--- config.mk ---
export PLATFORM = sky130hd
export DESIGN_NAME = byte_alu_core
export DESIGN_NICKNAME = d
export VERILOG_FILES = /design/src/rtl/alu_pkg.sv /design/src/rtl/alu_addsub.sv /design/src/rtl/alu_bitops.sv /design/src/rtl/alu_decadj.sv /design/src/rtl/alu_status.sv /design/src/rtl/byte_alu_core.sv
export SDC_FILE = /design/constraint.sdc
export NUM_CORES = 1
export LEC_CHECK = 0
export ABC_AREA = 1
export BUFFER_PORTS_ARGS = -buffer_cell sky130_fd_sc_hd__buf_2
export CAP_MARGIN = 10
export CORE_MARGIN = 5
export CORE_UTILIZATION = 50
export DETAILED_ROUTE_END_ITERATION = 7
export PLACE_DENSITY = 0.73
export SLEW_MARGIN = 0
export SYNTH_ARGS = -nofsm -noshare
export SYNTH_HDL_FRONTEND = slang
export SYNTH_HIERARCHICAL = 1
export SYNTH_SLANG_ARGS = --single-unit
--- constraint.sdc ---
create_clock -name clk -period 3.3 [get_ports clk]
set_input_delay 0 -clock clk [delete_from_list [all_inputs] [get_ports clk]]
set_output_delay 0 -clock clk [all_outputs]
set_load 0.03 [all_outputs]
--- src/rtl/alu_pkg.sv ---
// Shared constants and types for the byte arithmetic unit.
// Assumes an 8-bit data path made of two 4-bit digits.
package alu_pkg;
    localparam int DATA_W = 8;
    localparam int NIB_W  = DATA_W / 2;

    // Status byte bit positions; software and neighbours decode these.
    localparam int PSW_CY  = 7;
    localparam int PSW_AC  = 6;
    localparam int PSW_UA  = 5;
    localparam int PSW_BK1 = 4;
    localparam int PSW_BK0 = 3;
    localparam int PSW_OV  = 2;
    localparam int PSW_UB  = 1;
    localparam int PSW_PAR = 0;

    typedef enum logic [3:0] {
        OP_LOAD = 4'd0,  OP_INC  = 4'd1,  OP_DEC  = 4'd2,  OP_ADD  = 4'd3,
        OP_ADDC = 4'd4,  OP_SUBB = 4'd5,  OP_OR   = 4'd6,  OP_AND  = 4'd7,
        OP_XOR  = 4'd8,  OP_RR   = 4'd9,  OP_RL   = 4'd10, OP_RRC  = 4'd11,
        OP_RLC  = 4'd12, OP_SWAP = 4'd13, OP_DA   = 4'd14, OP_CMP  = 4'd15
    } alu_op_e;
endpackage

--- src/rtl/alu_addsub.sv ---
// Shared adder for add, add with carry, subtract with borrow and compare.
// Subtraction uses the inverted operand and inverted carry-in; the carry
// outputs are inverted back so they read as borrows. Purely combinational.
module alu_addsub
    import alu_pkg::*;
#(
    parameter int W = DATA_W,
    parameter int N = NIB_W
) (
    input  logic [W-1:0] a,
    input  logic [W-1:0] b,
    input  logic         cin,
    input  logic         sub,
    output logic [W-1:0] res,
    output logic         cy_out,
    output logic         ac_out,
    output logic         ov_out
);
    logic [W-1:0] b_eff;
    logic         c_eff;
    logic [W:0]   full;
    logic [N:0]   low;

    // Form the effective operand and carry-in for add or subtract.
    always_comb begin
        b_eff = sub ? ~b : b;
        c_eff = cin ^ sub;
    end

    // Full-width and low-digit sums; carries flipped to borrows on subtract.
    always_comb begin
        full   = {1'b0, a} + {1'b0, b_eff} + {{W{1'b0}}, c_eff};
        low    = {1'b0, a[N-1:0]} + {1'b0, b_eff[N-1:0]} + {{N{1'b0}}, c_eff};
        res    = full[W-1:0];
        cy_out = full[W] ^ sub;
        ac_out = low[N] ^ sub;
        ov_out = (a[W-1] == b_eff[W-1]) && (full[W-1] != a[W-1]);
    end
endmodule

--- src/rtl/alu_bitops.sv ---
// Logical operations, rotates and nibble swap on the accumulator.
// Assumes the caller selects this result only for those operation codes.
module alu_bitops
    import alu_pkg::*;
#(
    parameter int W = DATA_W,
    parameter int N = NIB_W
) (
    input  alu_op_e      op,
    input  logic [W-1:0] a,
    input  logic [W-1:0] b,
    input  logic         cy_in,
    output logic [W-1:0] res,
    output logic         cy_out
);
    // Select the bitwise or rotate result and the carry it produces.
    always_comb begin
        res    = a;
        cy_out = cy_in;
        case (op)
            OP_OR:   res = a | b;
            OP_AND:  res = a & b;
            OP_XOR:  res = a ^ b;
            OP_RR:   res = {a[0], a[W-1:1]};
            OP_RL:   res = {a[W-2:0], a[W-1]};
            OP_RRC:  begin res = {cy_in, a[W-1:1]}; cy_out = a[0];   end
            OP_RLC:  begin res = {a[W-2:0], cy_in}; cy_out = a[W-1]; end
            OP_SWAP: res = {a[N-1:0], a[W-1:N]};
            default: res = a;
        endcase
    end
endmodule

--- src/rtl/alu_decadj.sv ---
// Decimal correction of the accumulator after a packed-BCD addition.
// Two chained conditional adds: low digit first, then high digit.
// Carry may be set by either step but is never cleared.
module alu_decadj
    import alu_pkg::*;
#(
    parameter int W = DATA_W,
    parameter int N = NIB_W
) (
    input  logic [W-1:0] a,
    input  logic         cy_in,
    input  logic         ac_in,
    output logic [W-1:0] res,
    output logic         cy_out
);
    localparam logic [N-1:0] DIGIT_MAX = N'(9);
    localparam logic [W:0]   FIX_LO    = (W+1)'(6);
    localparam logic [W:0]   FIX_HI    = (W+1)'(6) << N;

    logic       fix_lo, fix_hi, c_mid;
    logic [W:0] step1, step2;

    // Low-digit correction and its carry.
    always_comb begin
        fix_lo = (a[N-1:0] > DIGIT_MAX) || ac_in;
        step1  = {1'b0, a} + (fix_lo ? FIX_LO : '0);
        c_mid  = cy_in | step1[W];
    end

    // High-digit correction on the partly corrected value.
    always_comb begin
        fix_hi = (step1[W-1:N] > DIGIT_MAX) || c_mid;
        step2  = {1'b0, step1[W-1:0]} + (fix_hi ? FIX_HI : '0);
        res    = step2[W-1:0];
        cy_out = c_mid | step2[W];
    end
endmodule

--- src/rtl/alu_status.sv ---
// Status byte register: arithmetic flags, software-owned bits and parity.
// Assumes the write port is applied first; flag updates from the current
// operation then override it. Parity is registered from the next accumulator.
module alu_status
    import alu_pkg::*;
#(
    parameter int W = DATA_W
) (
    input  logic         clk,
    input  logic         rst_n,
    input  logic         wr_en,
    input  logic [W-1:0] wr_data,
    input  logic         upd_cy,
    input  logic         new_cy,
    input  logic         upd_acov,
    input  logic         new_ac,
    input  logic         new_ov,
    input  logic [W-1:0] acc_nxt,
    output logic [W-1:0] psw
);
    logic cy_q, ac_q, ua_q, bk1_q, bk0_q, ov_q, ub_q, par_q;

    // Update each status bit: reset, write port, then operation flags.
    always_ff @(posedge clk) begin
        if (!rst_n) begin
            cy_q  <= 1'b0; ac_q  <= 1'b0; ua_q <= 1'b0; bk1_q <= 1'b0;
            bk0_q <= 1'b0; ov_q  <= 1'b0; ub_q <= 1'b0; par_q <= 1'b0;
        end else begin
            if (wr_en) begin
                cy_q  <= wr_data[PSW_CY];
                ac_q  <= wr_data[PSW_AC];
                ua_q  <= wr_data[PSW_UA];
                bk1_q <= wr_data[PSW_BK1];
                bk0_q <= wr_data[PSW_BK0];
                ov_q  <= wr_data[PSW_OV];
                ub_q  <= wr_data[PSW_UB];
            end
            if (upd_cy) begin
                cy_q <= new_cy;
            end
            if (upd_acov) begin
                ac_q <= new_ac;
                ov_q <= new_ov;
            end
            par_q <= ^acc_nxt;
        end
    end

    // Assemble the status byte in its fixed bit order.
    always_comb begin
        psw          = '0;
        psw[PSW_CY]  = cy_q;
        psw[PSW_AC]  = ac_q;
        psw[PSW_UA]  = ua_q;
        psw[PSW_BK1] = bk1_q;
        psw[PSW_BK0] = bk0_q;
        psw[PSW_OV]  = ov_q;
        psw[PSW_UB]  = ub_q;
        psw[PSW_PAR] = par_q;
    end

    // software-owned bits hold unless the write port is used.
    p_sw_bits_hold_r11: assert property (@(posedge clk) disable iff (!rst_n)
        !wr_en |=> $stable({ua_q, bk1_q, bk0_q, ub_q}));
endmodule

--- src/rtl/byte_alu_core.sv ---
// Accumulator and status byte of a small controller's arithmetic unit.
// One operation per strobed edge; the operand arrives directly on a port.
// Assumes op_code is valid whenever op_valid is high (all 16 codes defined).
module byte_alu_core
    import alu_pkg::*;
#(
    parameter int W = DATA_W,
    parameter int N = NIB_W
) (
    input  logic         clk,
    input  logic         rst_n,
    input  logic         op_valid,
    input  logic [3:0]   op_code,
    input  logic [W-1:0] operand,
    input  logic         psw_wr,
    input  logic [W-1:0] psw_wdata,
    output logic [W-1:0] acc_out,
    output logic [W-1:0] psw_out
);
    alu_op_e      op;
    logic [W-1:0] acc_q, acc_nxt;
    logic         as_cin, as_sub, as_cy, as_ac, as_ov;
    logic [W-1:0] as_res, bo_res, da_res;
    logic         bo_cy, da_cy;
    logic         upd_cy, new_cy, upd_acov;
    logic         cy_now, ac_now;

    assign op     = alu_op_e'(op_code);
    assign cy_now = psw_out[PSW_CY];
    assign ac_now = psw_out[PSW_AC];

    // Configure the shared adder: carry-in only for the chained forms.
    always_comb begin
        as_sub = (op == OP_SUBB) || (op == OP_CMP);
        as_cin = ((op == OP_ADDC) || (op == OP_SUBB)) ? cy_now : 1'b0;
    end

    alu_addsub #(.W(W), .N(N)) i_addsub (
        .a(acc_q), .b(operand), .cin(as_cin), .sub(as_sub),
        .res(as_res), .cy_out(as_cy), .ac_out(as_ac), .ov_out(as_ov)
    );

    alu_bitops #(.W(W), .N(N)) i_bitops (
        .op(op), .a(acc_q), .b(operand), .cy_in(cy_now),
        .res(bo_res), .cy_out(bo_cy)
    );

    alu_decadj #(.W(W), .N(N)) i_decadj (
        .a(acc_q), .cy_in(cy_now), .ac_in(ac_now),
        .res(da_res), .cy_out(da_cy)
    );

    // Choose the next accumulator and which flags the operation owns.
    always_comb begin
        acc_nxt  = acc_q;
        upd_cy   = 1'b0;
        upd_acov = 1'b0;
        new_cy   = cy_now;
        if (op_valid) begin
            case (op)
                OP_LOAD: acc_nxt = operand;
                OP_INC:  acc_nxt = acc_q + W'(1);
                OP_DEC:  acc_nxt = acc_q - W'(1);
                OP_ADD, OP_ADDC, OP_SUBB: begin
                    acc_nxt  = as_res;
                    upd_cy   = 1'b1;
                    upd_acov = 1'b1;
                    new_cy   = as_cy;
                end
                OP_CMP: begin
                    upd_cy = 1'b1;
                    new_cy = as_cy;
                end
                OP_DA: begin
                    acc_nxt = da_res;
                    upd_cy  = 1'b1;
                    new_cy  = da_cy;
                end
                OP_RRC, OP_RLC: begin
                    acc_nxt = bo_res;
                    upd_cy  = 1'b1;
                    new_cy  = bo_cy;
                end
                default: acc_nxt = bo_res;
            endcase
        end
    end

    // Accumulator register.
    always_ff @(posedge clk) begin
        if (!rst_n) begin
            acc_q <= '0;
        end else begin
            acc_q <= acc_nxt;
        end
    end

    alu_status #(.W(W)) i_status (
        .clk(clk), .rst_n(rst_n), .wr_en(psw_wr), .wr_data(psw_wdata),
        .upd_cy(upd_cy), .new_cy(new_cy), .upd_acov(upd_acov),
        .new_ac(as_ac), .new_ov(as_ov), .acc_nxt(acc_nxt), .psw(psw_out)
    );

    assign acc_out = acc_q;

    // parity bit follows the accumulator in every cycle.
    p_parity_live_r10: assert property (@(posedge clk) disable iff (!rst_n)
        psw_out[PSW_PAR] == ^acc_out);

    // without the strobe the accumulator holds.
    p_idle_hold_r2: assert property (@(posedge clk) disable iff (!rst_n)
        !op_valid |=> $stable(acc_out));

    // non-arithmetic operations keep carry, aux carry and overflow.
    p_flags_kept_r5: assert property (@(posedge clk) disable iff (!rst_n)
        (op_valid && !psw_wr && (op inside {OP_LOAD, OP_INC, OP_DEC, OP_OR,
            OP_AND, OP_XOR, OP_RR, OP_RL, OP_SWAP}))
        |=> ($stable(psw_out[PSW_CY]) && $stable(psw_out[PSW_AC])
             && $stable(psw_out[PSW_OV])));

    // compare leaves the accumulator untouched.
    p_cmp_keeps_acc_r9: assert property (@(posedge clk) disable iff (!rst_n)
        (op_valid && op == OP_CMP) |=> $stable(acc_out));

    // compare carry is an unsigned less-than of the prior values.
    p_cmp_borrow_r9: assert property (@(posedge clk) disable iff (!rst_n)
        (op_valid && op == OP_CMP)
        |=> (psw_out[PSW_CY] == ($past(acc_out) < $past(operand))));

    // decimal adjust never clears a carry that was set.
    p_da_carry_sticky_r8: assert property (@(posedge clk) disable iff (!rst_n)
        (op_valid && op == OP_DA && psw_out[PSW_CY]) |=> psw_out[PSW_CY]);
endmodule

==> impl_metrics.toml <==
[run_status]
status = "complete, but fails checks"
failed_checks = "negative setup slack"

[worst_setup_path]
cp_dominant_cell_by_count = "sky130_fd_sc_hd__nand2_1"
timing.critical_path.required_ns = 3.45
largest_fanout_on_the_critical_path = 3
timing.critical_path.max_delay_family = "simple AND/OR/NAND/NOR gates"
cp.arrival_ns = 3.51
worst-path-buf-inv = 4
critPathSlowestCell = "sky130_fd_sc_hd__fa_2"
endpoint_class_of_the_critical_path = "flop"
cp_slowest_stage_delay_ns = 0.51
setup.worst_path.start_class = "flop"
path_class = "flop to flop"

[drt]
drc_violation_count_after_routing = 0
route.antenna.remaining_nets = 0
drt_iter0_drc = 361
dr_total_vias = 4139
routed_via_density = 5.42
avgRoutedWirePerCell_microns = 14.8
finalWirelength_microns = 11300
drt_pre_antenna_iters = 5

[layout]
diodes = 0
layout-drive-gt1-share_pct = 20.5
filler_cell_count = 697
commonest_non_fill_non_tap_cells_in_the_layout = "sky130_fd_sc_hd__nand2_1, sky130_fd_sc_hd__nand3_1, sky130_fd_sc_hd__inv_1, sky130_fd_sc_hd__nor2_1, sky130_fd_sc_hd__buf_2"
stdcell_area_sq_mm = 0.00410
post_layout_net_count = 728
postLayoutCoreUtil_pct = 60.1
layout-area-overhead-vs-synth_pct = 16.6
multi_input_comb_area_sq_mm = 0.00286
regArea_sq_um = 332
layout_commonest_cell = "sky130_fd_sc_hd__nand2_1"

[synthesis]
synth-seq-cells = 16
async_flop_share_pct = 0
synth_cell_types = 42
synth_sequential_area_ratio_pct = 9.11
syn_inst = 613
postSynthAreaPerCell_sq_um = 5.74
synth_warnings = 6
synth_enable_flop_cells = 0
netlist_area_sq_mm = 0.00352
synth.net_count = 672
ys_dominant_reg_cell = "sky130_fd_sc_hd__dfxtp_1"

[cts]
tritoncts_clock_tree = "yes"
htree_num_levels = 1
clock_tree.root_cell = "sky130_fd_sc_hd__clkbuf_8"
clkSlewWorstSetupHoldPaths_ns = 0.07
cts-root-to-sink-buffers = 2
tritoncts_num_sinks = 16
cts-buffers-inserted = 3
worstSkewPairLatency_ns = 0.25

[global_route]
grt_overflow_total = 0
grt_max_degree = 33
busiest_layer = "met2"
antenna_found_initial = 0
grt.met3_usage_pct = 2.88
first_global_vias = 3784
met2_track_demand_over_resource_pct = 42.0
global_route_wire_length_before_repair_microns = 18300
gr-usage-met1_pct = 35.4
globalRouteTotalUtil_pct = 25.5

[floorplanning]
coreArea_sq_mm = 0.00683
design.die.area_sq_mm = 0.00881
io_pins = 40
fp.dieW_microns = 93.9
starting_utilization_of_the_core_area_pct = 51.5
die_h_microns = 93.9
placementRows = 30

[sta]
setup_repair_after_global_routing_missed_its_margin = "true"
period_utilization_pct = 102
setup_viol = 1
finalClockSkew_ns = 0.00176
worst_slack_ns = -0.0555
hold_viol_final = 0
setup_tns_ns = -0.0555
timing.max_slew.rel_slack_pct = 46.7
fmax_ghz = 0.298
hold_slack_ns = 0.0240
final_slew_violations = 0
min_period_ns = 3.36
tightestPinTransition_ns = 0.800

[place]
port_buffers = 38
place_area_sq_mm = 0.00389
finalWeightedCongestion = 0.932
dpl.hpwl_microns = 8500

[power_and_ir_drop]
vdd.ir_drop.worst_mv = 0.209
leakage_nw = 2.24
p_total_mw = 1.00
p_per_area_mw_per_mm2 = 244

[job]
drv_cap = 0

[hold_path]
min_path_type = "input pin to flop"
==> synthesized netlist by cell type, types with 2 or more instances <==
cell,n,area share (%)
sky130_fd_sc_hd__inv_2,5,0.53
sky130_fd_sc_hd__buf_2,4,0.57
sky130_fd_sc_hd__xnor2_1,3,0.75
sky130_fd_sc_hd__buf_4,10,2.1
sky130_fd_sc_hd__nand3_1,95,14
sky130_fd_sc_hd__a211oi_1,4,0.85
sky130_fd_sc_hd__nor2_1,58,6.2
sky130_fd_sc_hd__o221ai_1,2,0.50
sky130_fd_sc_hd__dfxtp_1,16,9.1
sky130_fd_sc_hd__nand3_2,5,1.4
sky130_fd_sc_hd__a21oi_2,3,0.75
sky130_fd_sc_hd__o21bai_1,3,0.64
sky130_fd_sc_hd__or2_1,2,0.36
sky130_fd_sc_hd__o211ai_1,4,0.85
sky130_fd_sc_hd__a21oi_1,16,2.3
sky130_fd_sc_hd__clkbuf_8,2,0.78
sky130_fd_sc_hd__o21ai_0,11,1.6
sky130_fd_sc_hd__a221oi_1,2,0.50
sky130_fd_sc_hd__inv_1,75,8.0
sky130_fd_sc_hd__nand4_1,4,0.71
sky130_fd_sc_hd__nand2_2,14,2.5
sky130_fd_sc_hd__xor2_1,16,4.0
sky130_fd_sc_hd__nand2_4,2,0.64
sky130_fd_sc_hd__nor3_1,4,0.57
sky130_fd_sc_hd__nand3b_1,7,1.5
sky130_fd_sc_hd__nor2_4,4,1.3
sky130_fd_sc_hd__nand2_1,188,20
sky130_fd_sc_hd__ha_1,31,11
sky130_fd_sc_hd__fa_1,4,2.3
sky130_fd_sc_hd__nor2_2,7,1.2
==> routing by layer <==
metal,up-vias,wire length [microns]
met5,-,0
met1,1837,5070
met3,28,866
met4,0,301
met2,194,5060
li1,2080,-
==> cells by family after synthesis <==
kind of cell,share of synthesized area [%]
compound gates,9.68
xor+xnor,4.73
fa+ha+maj,13.3
buf+inv,12.6
flops,9.11
simple gates,50.6
==> registers in the layout, indices dropped and copies added, names as in the netlist <==
| signal | count |
|---|---|
| i_status/ub_q | 1 |
| i_status/cy_q | 1 |
| i_status/ua_q | 1 |
| acc_out | 8 |
| i_status/par_q | 1 |
| i_status/bk1_q | 1 |
| i_status/ac_q | 1 |
| i_status/ov_q | 1 |
| i_status/bk0_q | 1 |
==> final cells by class <==
class | instances | share of cell area [%]
repair buffers | 69 | 10.6
well taps | 96 | 2.93
flip-flops and latches | 16 | 8.08
inverters | 81 | 7.41
clock buffers | 4 | 1.34
multi-input cells | 498 | 69.6
==> worst reg2reg max path, delay by kind of cell, from the launching register on <==
kind,cells,cell delay (ns)
adder cells (fa/ha/maj),4,1.21
AO/OA/AOI/OAI,2,0.28
flip-flops,1,0.34
buffers and inverters,4,0.18
AND/OR/NAND/NOR,19,1.25
==> stage by stage <==
| stage | setup WS (ns) | std cells |
|---|---|---|
| after floorplan | -0.112 | 613 |
| after detailed placement | -0.116 | 753 |
| after global placement | 0.00679 | 753 |
| after global routing | -0.258 | 764 |
| final | -0.0555 | 764 |
| after CTS | -0.0941 | 764 |
==> report_power, final <==
part	internal (mW)	switching [mW]	total (mW)
Combinational	0.203	0.394	0.597
Clock	0.106	0.0707	0.177
Sequential	0.210	0.0169	0.227
==> repair_timing <==
item / in CTS / in global routing
pin swaps: 16 / 13
endpoints found under the hold margin: 5 / 0
hold buffers: 5 / 0
resized for setup: 12 / 13
setup buffers: 2 / 0
endpoints found under the setup margin: 1 / 1
==> path summary, 6_finish.rpt <==
kind / slack, ns / depth (start not counted) / to / from
setup / recovery: -0.06 / 29 / i_status/par_q / acc_out[2]
hold / removal: 0.02 / 3 / i_status/bk0_q / psw_wdata[3]
setup reg to reg: -0.06 / 29 / i_status/par_q / acc_out[2]
hold reg to reg: 0.49 / 2 / i_status/bk1_q / i_status/bk1_q
No activity file was read; power rests on OpenSTA's default activity.
